`config.mk`:
```
export PLATFORM = sky130hd
export DESIGN_NAME = branch_sequencer
export DESIGN_NICKNAME = d
export VERILOG_FILES = /design/src/rtl/brseq_pkg.sv /design/src/rtl/brseq_ctrl.sv /design/src/rtl/brseq_dpath.sv /design/src/rtl/branch_sequencer.sv
export SDC_FILE = /design/constraint.sdc
export NUM_CORES = 1
export LEC_CHECK = 0
export ABC_AREA = 1
export CAP_MARGIN = 20
export CORE_ASPECT_RATIO = 0.9
export CORE_UTILIZATION = 46
export DETAILED_ROUTE_END_ITERATION = 16
export GPL_TIMING_DRIVEN = 0
export PLACE_DENSITY = 0.76
export SKIP_LAST_GASP = 1
export SLEW_MARGIN = 20
export SYNTH_ARGS = -nofsm -noshare
export SYNTH_HDL_FRONTEND = slang
export SYNTH_SLANG_ARGS = --single-unit
```
`constraint.sdc`:
```
create_clock -name clk -period 5 [get_ports clk]
set_clock_uncertainty 0.2 [all_clocks]
set_input_delay 0.5 -clock clk [delete_from_list [all_inputs] [get_ports clk]]
set_output_delay 0.5 -clock clk [all_outputs]
set_load 0.005 [all_outputs]
```
`src/rtl/brseq_pkg.sv`:
```
package brseq_pkg;
  localparam int OP_W   = 13;
  localparam int STEP_W = 2;

  typedef enum logic [3:0] {
    PC_NEXT, PC_REL, PC_ADDA, PC_ADDBA, PC_REGY, PC_ABS,
    PC_VEC, PC_PAGE, PC_STK, PC_HELD, PC_HELDINC
  } pcSrcE;

  typedef enum logic [3:0] {
    K_SEQ, K_JR, K_JCC, K_JA, K_JBA, K_JY, K_JPZ, K_CPZ,
    K_CALZ, K_CALR, K_INT, K_RET, K_RETS, K_RETD, K_RETI
  } kindE;

  typedef struct packed {
    logic       pcLd;
    pcSrcE      pcSrc;
    logic       stkPush;
    logic       stkPop;
    logic       fPush;
    logic       fPop;
    logic       pzLo;
    logic       pzHi;
    logic       xLo;
    logic       xHi;
    logic       xAdd;
    logic [7:0] arg;
  } strobeT;
endpackage

```
`src/rtl/brseq_ctrl.sv`:
```
module brseq_ctrl
  import brseq_pkg::*;
(
  input  logic            clk,
  input  logic            rstN,
  input  logic            opValid,
  input  logic [OP_W-1:0] opcode,
  input  logic            carryF,
  input  logic            zeroF,
  output logic            busy,
  output strobeT          stb
);
  logic [STEP_W-1:0] step, lastStep;
  logic [OP_W-1:0]   heldOp, curOp;
  kindE              kind;
  logic              active, taken;

  assign curOp  = (step == '0) ? opcode : heldOp;
  assign active = opValid || (step != '0);
  assign busy   = active && (step != lastStep);

  always_comb begin
    kind = K_SEQ;
    lastStep = '0;
    case (curOp[12:8])
      5'b00000: kind = K_JR;
      5'b00100, 5'b00101, 5'b00110, 5'b00111: kind = K_JCC;
      5'b00010: kind = K_CALR;
      5'b00011: kind = K_CALZ;
      5'b10001: begin kind = K_RETD; lastStep = 2'd2; end
      5'b11111: begin
        case (curOp[7:6])
          2'b00: begin kind = K_CPZ; lastStep = 2'd1; end
          2'b01: begin kind = K_JPZ; lastStep = 2'd1; end
          2'b10: begin kind = K_INT; lastStep = 2'd2; end
          default: begin
            casez (curOp[5:0])
              6'b110001: kind = K_JA;
              6'b110000: kind = K_JBA;
              6'b11001?: kind = K_JY;
              6'b1110?0: kind = K_RET;
              6'b111011: begin kind = K_RETS; lastStep = 2'd1; end
              6'b111001: begin kind = K_RETI; lastStep = 2'd1; end
              default:   kind = K_SEQ;
            endcase
          end
        endcase
      end
      default: kind = K_SEQ;
    endcase
  end

  always_comb begin
    case (curOp[9:8])
      2'b00:   taken = carryF;
      2'b01:   taken = !carryF;
      2'b10:   taken = zeroF;
      default: taken = !zeroF;
    endcase
  end

  always_comb begin
    stb = '0;
    stb.pcSrc = PC_NEXT;
    stb.arg = curOp[7:0];
    if (active) begin
      case (kind)
        K_JR:   begin stb.pcLd = 1'b1; stb.pcSrc = PC_REL; end
        K_JCC:  begin stb.pcLd = 1'b1; stb.pcSrc = taken ? PC_REL : PC_NEXT; end
        K_JA:   begin stb.pcLd = 1'b1; stb.pcSrc = PC_ADDA; end
        K_JBA:  begin stb.pcLd = 1'b1; stb.pcSrc = PC_ADDBA; end
        K_JY:   begin stb.pcLd = 1'b1; stb.pcSrc = PC_REGY; end
        K_JPZ, K_CPZ: begin
          if (step == 2'd0) stb.pzLo = 1'b1;
          else begin
            stb.pzHi = 1'b1;
            stb.pcLd = 1'b1;
            stb.pcSrc = PC_PAGE;
            stb.stkPush = (kind == K_CPZ);
          end
        end
        K_CALZ: begin stb.pcLd = 1'b1; stb.pcSrc = PC_ABS; stb.stkPush = 1'b1; end
        K_CALR: begin stb.pcLd = 1'b1; stb.pcSrc = PC_REL; stb.stkPush = 1'b1; end
        K_INT: begin
          if (step == 2'd0)      stb.fPush = 1'b1;
          else if (step == 2'd1) stb.stkPush = 1'b1;
          else begin stb.pcLd = 1'b1; stb.pcSrc = PC_VEC; end
        end
        K_RET:  begin stb.stkPop = 1'b1; stb.pcLd = 1'b1; stb.pcSrc = PC_STK; end
        K_RETS: begin
          if (step == 2'd0) stb.stkPop = 1'b1;
          else begin stb.pcLd = 1'b1; stb.pcSrc = PC_HELDINC; end
        end
        K_RETD: begin
          if (step == 2'd0)      begin stb.stkPop = 1'b1; stb.xLo = 1'b1; end
          else if (step == 2'd1) stb.xHi = 1'b1;
          else begin stb.xAdd = 1'b1; stb.pcLd = 1'b1; stb.pcSrc = PC_HELD; end
        end
        K_RETI: begin
          if (step == 2'd0) stb.stkPop = 1'b1;
          else begin stb.fPop = 1'b1; stb.pcLd = 1'b1; stb.pcSrc = PC_HELD; end
        end
        default: stb.pcLd = 1'b1;
      endcase
    end
  end

  always_ff @(posedge clk) begin
    if (!rstN) begin
      step   <= '0;
      heldOp <= '0;
    end else if (active) begin
      if (step == '0) heldOp <= opcode;
      step <= (step == lastStep) ? '0 : step + 1'b1;
    end
  end
endmodule

```
`src/rtl/brseq_dpath.sv`:
```
module brseq_dpath
  import brseq_pkg::*;
#(
  parameter int PC_W     = 16,
  parameter int SP_W     = 8,
  parameter int RESET_PC = 0,
  parameter int SP1_INIT = 64,
  parameter int SP2_INIT = 200,
  parameter int VEC_BASE = 'h100
) (
  input  logic            clk,
  input  logic            rstN,
  input  strobeT          stb,
  input  logic [3:0]      regA,
  input  logic [3:0]      regB,
  input  logic [PC_W-1:0] regX,
  input  logic [PC_W-1:0] regY,
  input  logic [3:0]      flagsIn,
  input  logic [3:0]      memRdata,
  input  logic [PC_W-1:0] stkRdata,
  output logic [PC_W-1:0] pc,
  output logic [SP_W-1:0] sp1,
  output logic [SP_W-1:0] sp2,
  output logic [PC_W-1:0] memAddr,
  output logic            memWe,
  output logic [3:0]      memWdata,
  output logic [PC_W-1:0] stkAddr,
  output logic            stkWe,
  output logic [PC_W-1:0] stkWdata,
  output logic [3:0]      flagsOut,
  output logic            flagsWe,
  output logic [PC_W-1:0] xOut,
  output logic            xWe
);
  localparam logic [SP_W-1:0] SP_ONE = SP_W'(1);
  localparam logic [PC_W-1:0] VEC    = PC_W'(VEC_BASE);

  logic [PC_W-1:0] pcQ, pcInc, pcNext, relOff, popQ, pzAddr;
  logic [SP_W-1:0] sp1Q, sp2Q, sp1Dn, sp2Dn;
  logic [3:0]      loQ;

  assign pcInc  = pcQ + 1'b1;
  assign relOff = {{(PC_W-8){stb.arg[7]}}, stb.arg};
  assign sp1Dn  = sp1Q - SP_ONE;
  assign sp2Dn  = sp2Q - SP_ONE;
  assign pzAddr = PC_W'(stb.arg[5:0]);

  always_comb begin
    case (stb.pcSrc)
      PC_REL:     pcNext = pcInc + relOff;
      PC_ADDA:    pcNext = pcInc + PC_W'(regA);
      PC_ADDBA:   pcNext = pcInc + PC_W'({regB, regA});
      PC_REGY:    pcNext = regY;
      PC_ABS:     pcNext = PC_W'(stb.arg);
      PC_VEC:     pcNext = VEC + PC_W'(stb.arg[5:0]);
      PC_PAGE:    pcNext = pcInc + PC_W'({memRdata, loQ});
      PC_STK:     pcNext = stkRdata;
      PC_HELD:    pcNext = popQ;
      PC_HELDINC: pcNext = popQ + 1'b1;
      default:    pcNext = pcInc;
    endcase
  end

  always_comb begin
    if (stb.fPush)     memAddr = PC_W'(sp2Dn);
    else if (stb.fPop) memAddr = PC_W'(sp2Q);
    else if (stb.pzLo) memAddr = pzAddr;
    else if (stb.pzHi) memAddr = pzAddr + 1'b1;
    else if (stb.xLo)  memAddr = regX;
    else if (stb.xHi)  memAddr = regX + 1'b1;
    else               memAddr = '0;
  end

  assign memWe    = stb.fPush || stb.xLo || stb.xHi;
  assign memWdata = stb.fPush ? flagsIn : (stb.xLo ? stb.arg[3:0] : stb.arg[7:4]);
  assign stkAddr  = stb.stkPush ? PC_W'({sp1Dn, 2'b00}) : PC_W'({sp1Q, 2'b00});
  assign stkWe    = stb.stkPush;
  assign stkWdata = pcInc;
  assign flagsOut = memRdata;
  assign flagsWe  = stb.fPop;
  assign xOut     = regX + PC_W'(2);
  assign xWe      = stb.xAdd;

  always_ff @(posedge clk) begin
    if (!rstN) begin
      pcQ  <= PC_W'(RESET_PC);
      sp1Q <= SP_W'(SP1_INIT);
      sp2Q <= SP_W'(SP2_INIT);
      popQ <= '0;
      loQ  <= '0;
    end else begin
      if (stb.pcLd)    pcQ  <= pcNext;
      if (stb.stkPush) sp1Q <= sp1Dn;
      if (stb.stkPop) begin
        sp1Q <= sp1Q + SP_ONE;
        popQ <= stkRdata;
      end
      if (stb.fPush) sp2Q <= sp2Dn;
      if (stb.fPop)  sp2Q <= sp2Q + SP_ONE;
      if (stb.pzLo)  loQ  <= memRdata;
    end
  end

  assign pc  = pcQ;
  assign sp1 = sp1Q;
  assign sp2 = sp2Q;
endmodule

```
`src/rtl/branch_sequencer.sv`:
```
module branch_sequencer
  import brseq_pkg::*;
#(
  parameter int PC_W     = 16,
  parameter int SP_W     = 8,
  parameter int RESET_PC = 0,
  parameter int SP1_INIT = 64,
  parameter int SP2_INIT = 200,
  parameter int VEC_BASE = 'h100
) (
  input  logic            clk,
  input  logic            rstN,
  input  logic            opValid,
  input  logic [12:0]     opcode,
  input  logic [3:0]      regA,
  input  logic [3:0]      regB,
  input  logic [PC_W-1:0] regX,
  input  logic [PC_W-1:0] regY,
  input  logic [3:0]      flagsIn,
  input  logic [3:0]      memRdata,
  input  logic [PC_W-1:0] stkRdata,
  output logic [PC_W-1:0] pc,
  output logic            busy,
  output logic [SP_W-1:0] sp1,
  output logic [SP_W-1:0] sp2,
  output logic [PC_W-1:0] memAddr,
  output logic            memWe,
  output logic [3:0]      memWdata,
  output logic [PC_W-1:0] stkAddr,
  output logic            stkWe,
  output logic [PC_W-1:0] stkWdata,
  output logic [3:0]      flagsOut,
  output logic            flagsWe,
  output logic [PC_W-1:0] xOut,
  output logic            xWe
);
  strobeT stb;

  brseq_ctrl ctrl_i (
    .clk(clk), .rstN(rstN), .opValid(opValid), .opcode(opcode),
    .carryF(flagsIn[1]), .zeroF(flagsIn[0]), .busy(busy), .stb(stb)
  );

  brseq_dpath #(
    .PC_W(PC_W), .SP_W(SP_W), .RESET_PC(RESET_PC),
    .SP1_INIT(SP1_INIT), .SP2_INIT(SP2_INIT), .VEC_BASE(VEC_BASE)
  ) dpath_i (
    .clk(clk), .rstN(rstN), .stb(stb), .regA(regA), .regB(regB),
    .regX(regX), .regY(regY), .flagsIn(flagsIn), .memRdata(memRdata),
    .stkRdata(stkRdata), .pc(pc), .sp1(sp1), .sp2(sp2),
    .memAddr(memAddr), .memWe(memWe), .memWdata(memWdata),
    .stkAddr(stkAddr), .stkWe(stkWe), .stkWdata(stkWdata),
    .flagsOut(flagsOut), .flagsWe(flagsWe), .xOut(xOut), .xWe(xWe)
  );
endmodule

```
# Word-level counts from Yosys, hierarchy flattened
# Cells that the tools add are included.
[classes]
n_addsub = 15
eq_ne = 45
n_mux = 45
n_reduce_logical = 20
[ops]
columns = ["operator", "n"]
rows = [
  ["16-bit one-hot mux with 10 select lines", 1],
  ["16-bit 2-to-1 mux", 6],
  ["16-bit by 1-bit adder with 16-bit output (second input constant)", 3],
  ["4-bit one-hot mux with 12 select lines", 1],
  ["4-bit one-hot mux with 6 select lines", 2],
  ["4-bit == test (second input constant)", 10],
  ["16-bit by 8-bit adder with 16-bit output", 2],
  ["4-bit by 3-bit == test with 1-bit output (second input constant)", 8],
  ["8-bit 2-to-1 mux", 4],
  ["5-bit 2-to-1 mux", 5],
  ["6-bit == test (second input constant)", 4],
  ["5-bit by 3-bit == test with 1-bit output (second input constant)", 4],
  ["5-bit == test (second input constant)", 4],
  ["16-bit adder", 1],
  ["16-bit by 2-bit adder with 16-bit output (second input constant)", 1],
  ["16-bit by 4-bit adder with 16-bit output", 1],
  ["8-bit by 1-bit adder with 8-bit output (second input constant)", 2],
  ["4-bit by 2-bit == test with 1-bit output (second input constant)", 4],
  ["8-bit by 1-bit subtractor with 8-bit output (second input constant)", 2],
  ["14-bit 2-to-1 mux", 1],
  ["13-bit 2-to-1 mux", 1],
  ["6-bit 2-to-1 mux", 2],
  ["4-bit one-hot mux with 3 select lines", 1],
  ["9-bit by 6-bit adder with 10-bit output (first input constant)", 1],
  ["other kinds (26)", 54],
]
[totals]
regBits = 67
out_inout_bits = 109

# Logic depth before layout (Yosys ltp)
# Gate-level depths: netlist of run 1.
[depth]
depth_word = 16
ltp_mapped = 42
ltp_nobuf = 40

# Modules after synthesis
# From an unflattened synthesis of run 1, not the netlist that was laid out.
[hier_totals]
cells_unflattened = 1275
area_unflattened_um2 = 7488.4
[by_module_without_submodules]
columns = ["mod", "n_inst", "cells_each", "area_per_inst_um2", "seq_area_each_um2"]
rows = [
  ["brseq_dpath", 1, 1039, 5999.5, 1041.0],
  ["brseq_ctrl", 1, 236, 1488.9, 300.3],
]

# Least setup slack after synthesis of run 1
# Ideal clock, no wire load.
[synth_path]
path_kind = "register to register"
startpoint = "register ctrl_i.step[0]"
endpoint = "register dpath_i.pcQ[12] (netlist: dpath_i.pc[12])"
setup_ns = 0.132
arrival_ns = 4.598
t_required_ns = 4.668
setup_slack_ns = 0.070
stages_incl_launch_ff = 38
n_path_buf = 2
synth_period_minus_slack_ns = 4.930
path_cell_list = "dfxtp_1 > inv_1 > ha_1 > buf_6 > buf_4 > o21ai_1 > ha_1 > inv_1 > nand2_1 > nand2_1 > nand2_1 > nand2_1 > nand2_1 > nor2_4 > nand4_4 > nand2_4 > nor2_2 > nand2_4 > (+2 left out) > nand2_1 > o211ai_1 > ha_1 > fa_1 > nand3_1 > nand2_1 > nand2_1 > a21oi_1 > o21ai_0 > nand2_1 > nand2_1 > nand2_1 > a21o_1 > or2_2 > nand3_1 > nand3b_1 > nand2_1 > a21oi_1"
[synth_between]
elab_chain_len = 12
elab_cells_between_ends = 70
cone_classes = "add/sub: 1; eq/ne: 43; mux: 17; reduce/logical: 9"
[synth_lines]
columns = ["element", "line_no", "rtl"]
rows = [
  ["from (decl)", "brseq_ctrl.sv:13", "logic [STEP_W-1:0] step, lastStep;"],
  ["from (signal assigned)", "brseq_ctrl.sv:114", "step <= (step == lastStep) ? '0 : step + 1'b1;"],
  ["2-bit zero test", "--", ""],
  ["13-bit 2-to-1 mux", "--", ""],
  ["6-bit == test / 5-bit == test (equally long branches)", "brseq_ctrl.sv:37", "casez (curOp[5:0])"],
  ["4-bit one-hot mux with 6 select lines", "brseq_ctrl.sv:37", ""],
  ["4-bit one-hot mux with 3 select lines", "brseq_ctrl.sv:32", "case (curOp[7:6])"],
  ["4-bit one-hot mux with 6 select lines", "brseq_ctrl.sv:25", "case (curOp[12:8])"],
  ["4-bit by 1-bit == test with 1-bit output (tied with other cells)", "brseq_ctrl.sv:67", "case (kind)"],
  ["2-bit OR reduction, on equally long branches", "--", ""],
  ["4-bit one-hot mux with 12 select lines", "brseq_ctrl.sv:67", ""],
  ["14-bit 2-to-1 mux", "brseq_ctrl.sv:66", "if (active) begin"],
  ["4-bit == test (tied with other cells)", "brseq_dpath.sv:49", "case (stb.pcSrc)"],
  ["16-bit one-hot mux with 10 select lines", "brseq_dpath.sv:49", ""],
  ["to (signal assigned)", "brseq_dpath.sv:86", "pcQ <= PC_W'(RESET_PC);"],
  ["to (signal assigned)", "brseq_dpath.sv:92", "if (stb.pcLd) pcQ <= pcNext;"],
  ["to (decl)", "brseq_dpath.sv:38", "logic [PC_W-1:0] pcQ, pcInc, pcNext, relOff, popQ, pzAddr;"],
]
# Parallel ways exist; a longest one is shown, timed or not.
# A chain may end at the register's enable or synchronous reset.

# Worst setup path after layout of run 1
[layout_path]
startpoint = "register ctrl_i.step[0]"
endpoint = "register dpath_i.pcQ[11] (netlist: dpath_i.pc[11])"
# The elaborated chain is that of the path after synthesis.

==> impl_table.tex, run 1 <==
\begin{tabular}{lr}
\hline
Metric & Value \\
\hline
\multicolumn{2}{l}{\textbf{Clock network}} \\
\quad Root Buffer & clkbuf\_16 \\
\quad Maximum root-to-sink buffer count & 2 \\
\quad Clock latency of the later-clocked register in the worst-skew pair & 0.36 ns \\
\quad Clock buffer count from CTS & 9 \\
\quad Number of levels in the clock H-tree & 3 \\
\quad Clock Sinks & 67 \\
\quad Clock transition at the register clock pins on the worst setup and hold paths after CTS & 0.06 ns \\
\quad TritonCTS clock tree & done \\
\multicolumn{2}{l}{\textbf{Global route}} \\
\quad Total congestion overflow after global routing & 0 \\
\quad Global-route track usage on met3 & 6.66\% \\
\quad Global Route met2 Usage & 51.1\% \\
\quad Global-route usage over all layers & 32.6\% \\
\quad Via count of the first global-routing pass & 8,126 \\
\quad Met1 track utilization from global routing & 44.2\% \\
\quad Layer with the highest usage & met2 \\
\quad Antenna violations before repair & 0 \\
\quad Global-route wire length before repair & 41,800 µm \\
\quad Maximum number of pins on one net before global-route repair & 14 \\
\multicolumn{2}{l}{\textbf{Drt}} \\
\quad Routed vias/inst & 5.60 \\
\quad Via count & 9,524 \\
\quad Number of violations reported at the end of detailed-routing iteration 0 & 1,137 \\
\quad First drt pass iteration count & 6 \\
\quad Detailed-route wire length per cell & 16.8 µm \\
\quad Post-route ant nets & 0 \\
\quad Residual DRC & 0 \\
\quad Post-detailed-routing wire length & 28,600 µm \\
\multicolumn{2}{l}{\textbf{Final layout}} \\
\quad Inserted Diodes & 0 \\
\quad Filler-free cell count of the finished design & 1,701 \\
\quad Layout Area Growth over Synthesis & 48.6\% \\
\quad Share of cells above drive strength 1 & 19.1\% \\
\quad Layout net count & 1,601 \\
\quad Most common cell after layout, fill and taps aside & nand2\_1 \\
\quad Commonest non-fill, non-tap cells in the layout & 236 x nand2\_1, 180 x clkdlybuf4s50\_1, 136 x inv\_1 \\
\multicolumn{2}{l}{\textbf{Place}} \\
\quad HPWL after detailed placement & 20,300 µm \\
\quad GP Congestion & 0.931 \\
\quad Port Buf Inserts & 180 \\
\quad Inst Count DP & 1,612 \\
\multicolumn{2}{l}{\textbf{Timing}} \\
\quad Number of setup violations in the final report & 4 \\
\quad Highest Clock Rate & 195 MHz \\
\quad Time the worst path needs with I/O delays and setup & 5.13 ns \\
\quad Slew HR & 43.4\% \\
\quad Worst slew pin tran & 0.848 ns \\
\quad Number of failing hold endpoints at the final stage & 0 \\
\quad Setup repair after global routing missed its margin & yes \\
\quad Max Transition Viols Final & 0 \\
\quad Worst Slack Setup Final & -0.130 ns \\
\quad Tcrit/Tclk final & 103\% \\
\quad Worst hold slack & 0.278 ns \\
\multicolumn{2}{l}{\textbf{Setup path}} \\
\quad Cell type group with the largest total delay on the critical path & simple AND/OR/NAND/NOR gates \\
\quad Critical path startpoint category & flop \\
\quad Biggest fanout along the worst timing path & 7 \\
\quad Crit path capture type & flop \\
\quad CP Class & flop to flop \\
\quad Max incr delay on CP & 0.36 ns \\
\quad Worst endpoint data arrival time & 5.13 ns \\
\quad CP max stage cell & dfxtp\_2 \\
\quad Total buffers and inverters traversed by the critical path & 6 \\
\quad Data required time at the worst endpoint & 5.00 ns \\
\multicolumn{2}{l}{\textbf{Synth}} \\
\quad Number of warnings issued by yosys & 0 \\
\quad Proportion of register bits with asynchronous set or reset after synthesis & 0\% \\
\quad Synthesized cell area & 7380 µm² \\
\quad Count of mapped cells out of synthesis & 1,223 \\
\quad Number of register bits inferred by synthesis & 67 \\
\quad Synthesized area per cell & 6.03 µm² \\
\quad Number of synthesized flops with an enable pin & 0 \\
\quad Most instantiated flip-flop cell in the synthesis netlist & dfxtp\_1 \\
\quad Number of distinct standard cells referenced by the synthesized netlist & 54 \\
\quad Fraction of the yosys area taken by sequential cells & 18.2\% \\
\multicolumn{2}{l}{\textbf{Die}} \\
\quad Die height & 122 µm \\
\quad Initial Utilization & 47.4\% \\
\quad Area enclosed by the die boundary & 16,500 µm² \\
\quad Width of the chip & 135 µm \\
\quad Top Ports & 189 \\
\quad \# rows & 43 \\
\quad Core Region & 15,500 µm² \\
\multicolumn{2}{l}{\textbf{Job}} \\
\quad Count of maximum capacitance violations & 0 \\
\multicolumn{2}{l}{\textbf{Power}} \\
\quad Power density over cell area & 240 nW/µm² \\
\quad Max VDD drop & 0.256 mV \\
\quad Leakage power summed over all cells & 0.00491 µW \\
\quad Overall power consumption & 2630 µW \\
\multicolumn{2}{l}{\textbf{Run status}} \\
\quad Violations in the final reports & setup timing \\
\quad Result of the run & complete, but fails checks \\
\multicolumn{2}{l}{\textbf{Hold path}} \\
\quad Worst min path class & flop to flop \\
\hline
\end{tabular}
==> logic make-up (layout without fill, tap and decap cells) <==
group | Yosys count | count (layout) | synth area share, %
XOR/XNOR | 68 | 68 | 8.07
flip-flops | 67 | 67 | 18.2
buffers and inverters | 211 | 480 | 12.2
multiplexers | 1 | 1 | 0.136
other | 1 | 8 | 0.0508
AO/OA/AOI/OAI | 240 | 240 | 18.8
AND/OR/NAND/NOR | 608 | 608 | 37.8
adder cells (fa/ha/maj) | 27 | 27 | 4.68
==> layout make-up <==
class / instances / area (µm²)
fillers: 1285 / 4590
inverters: 163 / 637
multi-input cells: 952 / 5700
flip-flops and latches: 67 / 1340
repair buffers: 254 / 2410
plain buffers: 47 / 300
well taps: 202 / 253
clock inverters: 6 / 71.3
clock buffers: 10 / 239
==> state kept, by name, summed over array words and instances, names as in the netlist <==
name	count
ctrl_i.heldOp	13
ctrl_i.step	2
dpath_i.loQ	4
dpath_i.pc	16
dpath_i.popQ	16
dpath_i.sp1	8
dpath_i.sp2	8
==> stage by stage <==
step                util [%]  instance area, µm²  TNS [ns]  setup WS, ns
finish                  70.5               11000    -0.249        -0.130
detailed placement      60.8                9460     -4.79        -0.873
global placement        60.8                9460     -4.96        -0.894
floorplan                  -                7400         0        0.0696
global route            70.5               11000     -2.14        -0.488
CTS                     67.0               10400         0       0.00248
==> worst reg2reg max path: cells and delay by family (launching register included) <==
kind            cells  cell delay [ns]
buf+inv             6             0.56
simple gates       16             1.92
fa+ha+maj           2             0.53
flops               1             0.36
compound gates      9             1.42
==> power by group <==
part	total [µW]	switching (µW)	leakage, µW	internal (µW)
clock	686	282	0.000146	404
sequential	617	42.9	0.000547	574
combinational	1330	735	0.00422	595
total	2630	1060	0.00491	1570
==> worst paths after layout <==
kind / depth (start not counted) / from / slack (ns) / end
setup / recovery: 33 / ctrl_i.step[0] / -0.13 / dpath_i.pc[11]
hold / removal: 2 / dpath_i.loQ[0] / 0.28 / dpath_i.loQ[0]
setup reg to reg: 33 / ctrl_i.step[0] / -0.13 / dpath_i.pc[11]
hold reg to reg: 2 / dpath_i.loQ[0] / 0.28 / dpath_i.loQ[0]
==> cell usage after synthesis, types with 5 or more instances <==
cell      count  share of area [%]
nand2_1     277                 14
or2_2         7               0.59
nand3_2       5               0.68
dfxtp_1      67                 18
xor2_1       59                7.0
a21oi_1      85                5.8
ha_1         26                4.4
nand2_2      14                1.2
nor2_2        6               0.51
o211ai_1     19                1.9
a221oi_1      9                1.1
nand3_1      81                5.5
buf_2         6               0.41
nand2_4       5               0.76
nor3_1       27                1.8
inv_2         8               0.41
nand4_1      30                2.5
buf_4        18                1.8
o21ai_0      90                6.1
a22oi_1       5               0.51
clkbuf_1     20                1.0
nor2_4        6               0.92
o21ai_1       7               0.47
nor2_1      138                7.0
xnor2_1       9                1.1
inv_1       149                7.6
==> metal layers <==
| layer | vias to the layer above | part of all wire [%] |
|---|---|---|
| met4 | 0 | 3.2 |
| met5 | - | 0 |
| met1 | 4353 | 42 |
| met3 | 88 | 9.7 |
| li1 | 4555 | - |
| met2 | 528 | 45 |
==> timing repair <==
item	CTS	global route
buffers inserted	38	35
endpoints found under the setup margin	15	18
pin swaps	42	59
cloned	1	0
hold buffers	0	0
resized for setup	96	89
No activity file was read; power rests on OpenSTA's default activity.
==> run 2, diff against run 1 <==
--- a/config.mk
+++ b/config.mk
@@ -8,10 +8,11 @@
 export ABC_AREA = 1
 export CAP_MARGIN = 20
 export CORE_ASPECT_RATIO = 0.9
-export CORE_UTILIZATION = 46
+export CORE_UTILIZATION = 34
+export CTS_CLUSTER_DIAMETER = 200
 export DETAILED_ROUTE_END_ITERATION = 16
 export GPL_TIMING_DRIVEN = 0
-export PLACE_DENSITY = 0.76
+export PLACE_DENSITY = 0.58
 export SKIP_LAST_GASP = 1
 export SLEW_MARGIN = 20
 export SYNTH_ARGS = -nofsm -noshare
==> run 2 against run 1 <==
Against the previous run: the flow still finishes with violations (setup timing); worst hold slack worse by 0.020 ns; critical path depth increased by 4; utilization shrank 17 points; sequential power barely moved; sequential share of layout area fell by 0.38 points; largest cell class unchanged.
==> impl_table.tex, run 2 (synthesis gave the netlist of run 1 again) <==
\begin{tabular}{lr}
\hline
Metric & Value \\
\hline
\multicolumn{2}{l}{\textbf{Run status}} \\
\quad Result of the run & complete, but fails checks \\
\quad Violations in the final reports & setup timing \\
\multicolumn{2}{l}{\textbf{Setup path}} \\
\quad CP max stage cell & dfxtp\_2 \\
\quad Biggest fanout along the worst timing path & 6 \\
\quad Data required time at the worst endpoint & 4.98 ns \\
\quad CP Class & flop to flop \\
\quad Cell repeated most along the worst path & nand2\_2 \\
\quad Worst endpoint data arrival time & 4.99 ns \\
\quad Critical path startpoint category & flop \\
\quad Max incr delay on CP & 0.33 ns \\
\quad Crit path capture type & flop \\
\multicolumn{2}{l}{\textbf{Drt}} \\
\quad Met3 Routed Length & 2010 µm \\
\quad Wire length on met2 & 13,200 µm \\
\quad Post-detailed-routing wire length & 29,400 µm \\
\quad Post-route ant nets & 0 \\
\quad DRT met1 WL & 13,700 µm \\
\quad Number of violations reported at the end of detailed-routing iteration 0 & 643 \\
\quad First drt pass iteration count & 5 \\
\quad Detailed-route wire length per cell & 16.3 µm \\
\quad Residual DRC & 0 \\
\quad Topmost layer with routed signal wires & met4 \\
\quad Via count & 9,287 \\
\quad Routed vias/inst & 5.14 \\
\multicolumn{2}{l}{\textbf{Final layout}} \\
\quad Layout Area Growth over Synthesis & 53.3\% \\
\quad Share of cells above drive strength 1 & 20.9\% \\
\quad Inserted Diodes & 0 \\
\quad Filler-free cell count of the finished design & 1,806 \\
\quad Commonest non-fill, non-tap cells in the layout & 231 x nand2\_1, 180 x clkdlybuf4s50\_1, 133 x inv\_1 \\
\quad Final Cell Area & 11,300 µm² \\
\quad Most common cell after layout, fill and taps aside & nand2\_1 \\
\quad Layout net count & 1,622 \\
\multicolumn{2}{l}{\textbf{Hold path}} \\
\quad Worst min path class & flop to flop \\
\multicolumn{2}{l}{\textbf{Clock network}} \\
\quad Clock transition at the register clock pins on the worst setup and hold paths after CTS & 0.06 ns \\
\quad Root Buffer & clkbuf\_16 \\
\quad Clock latency of the later-clocked register in the worst-skew pair & 0.35 ns \\
\quad Maximum root-to-sink buffer count & 2 \\
\quad TritonCTS clock tree & done \\
\quad Number of levels in the clock H-tree & 3 \\
\quad Clock buffer count from CTS & 9 \\
\quad Clock Sinks & 67 \\
\multicolumn{2}{l}{\textbf{Timing}} \\
\quad Tcrit/Tclk final & 100\% \\
\quad Number of setup violations in the final report & 1 \\
\quad Time the worst path needs with I/O delays and setup & 5.01 ns \\
\quad Worst slew pin tran & 0.953 ns \\
\quad Total negative setup slack & -0.00831 ns \\
\quad Slew HR & 36.5\% \\
\quad Worst Slack Setup Final & -0.00831 ns \\
\quad Highest Clock Rate & 200 MHz \\
\quad Setup repair after global routing missed its margin & yes \\
\quad Max Transition Viols Final & 0 \\
\quad Number of failing hold endpoints at the final stage & 0 \\
\multicolumn{2}{l}{\textbf{Power}} \\
\quad Power density over cell area & 235 nW/µm² \\
\quad Leakage power summed over all cells & 0.00502 µW \\
\quad Max VDD drop & 0.152 mV \\
\quad Overall power consumption & 2660 µW \\
\multicolumn{2}{l}{\textbf{Place}} \\
\quad Inst Count DP & 1,696 \\
\quad GP Congestion & 0.913 \\
\quad HPWL after detailed placement & 22,000 µm \\
\quad Total cell area at the placement stage & 9560 µm² \\
\quad Port Buf Inserts & 180 \\
\multicolumn{2}{l}{\textbf{Global route}} \\
\quad Via count of the first global-routing pass & 8,369 \\
\quad Global-route usage over all layers & 25.8\% \\
\quad Maximum number of pins on one net before global-route repair & 13 \\
\quad Antenna violations before repair & 1 \\
\quad Global-route wire length before repair & 44,700 µm \\
\quad Total congestion overflow after global routing & 0 \\
\multicolumn{2}{l}{\textbf{Die}} \\
\quad Die height & 142 µm \\
\quad Top Ports & 189 \\
\quad Core Region & 21,000 µm² \\
\quad Area enclosed by the die boundary & 22,300 µm² \\
\quad Initial Utilization & 35.1\% \\
\quad Width of the chip & 157 µm \\
\quad \# rows & 50 \\
\multicolumn{2}{l}{\textbf{Job}} \\
\quad Count of maximum capacitance violations & 0 \\
\hline
\end{tabular}
==> run 2: cell types whose count changed in the layout (fill, tap and decap cells not counted), moves of 3 or more <==
cell and delta:
clkinv_2 +3, inv_1 -3, a21oi_1 -3, buf_4 +14, a21oi_2 +3, nand2_1 -5, inv_2 +3, nand2_2 +6
==> run 2: repair_timing <==
action	4_1_cts	5_1_grt
endpoints found under the setup margin	22	17
buffers inserted	69	24
gates cloned	2	1
gates resized for setup	118	89
pin swaps	60	71
hold buffers	0	0
==> run 2: metal layers <==
| metal | vias up | global-route usage [%] |
|---|---|---|
| met5 | - | 0 |
| met4 | 0 | 7.87 |
| met3 | 46 | 4.09 |
| met2 | 348 | 39.9 |
| met1 | 4295 | 36.5 |
| li1 | 4598 | - |
==> run 2: final timing paths <==
path         depth (start not counted)  slack (ns)           start              to
min reg2reg                          2        0.26  dpath_i.loQ[0]  dpath_i.loQ[0]
max                                 37      -0.008  ctrl_i.step[1]  dpath_i.pc[11]
min                                  2        0.26  dpath_i.loQ[0]  dpath_i.loQ[0]
max reg2reg                         37      -0.008  ctrl_i.step[1]  dpath_i.pc[11]
==> run 2: worst max-delay path: cells and delay by family (launching register included) <==
family | cells | cell delay [ns]
DFF | 1 | 0.33
and+or+nand+nor | 20 | 1.89
adders and majority gates | 2 | 0.47
AOI/OAI and AO/OA | 8 | 1.14
buffers and inverters | 7 | 0.83
==> run 2: area by class of cell <==
cell class                 instances  area (µm²)
fill                            2106        9710
multi-input combinational        952        5740
timing repair buffer             274        2590
sequential                        67        1340
inverter                         163         643
tap                              286         358
buffer                            48         333
clock buffer                      10         239
clock inverter                     6        65.1
==> run 2: power breakdown <==
group,switching [µW],internal [µW],total (µW)
combinational,749,630,1380
sequential,42.2,574,616
clock,269,400,669
total,1060,1600,2660
==> run 2: per-stage QoR <==
step | utilization [%] | hold WS [ns] | setup WS, ns
floorplan | - | 0.229 | 0.0696
global placement | 45.5 | 0.241 | -1.04
detailed placement | 45.5 | 0.247 | -1.07
CTS | 51.5 | 0.254 | 0.00218
global route | 53.8 | 0.299 | -0.261
finish | 53.8 | 0.257 | -0.00831
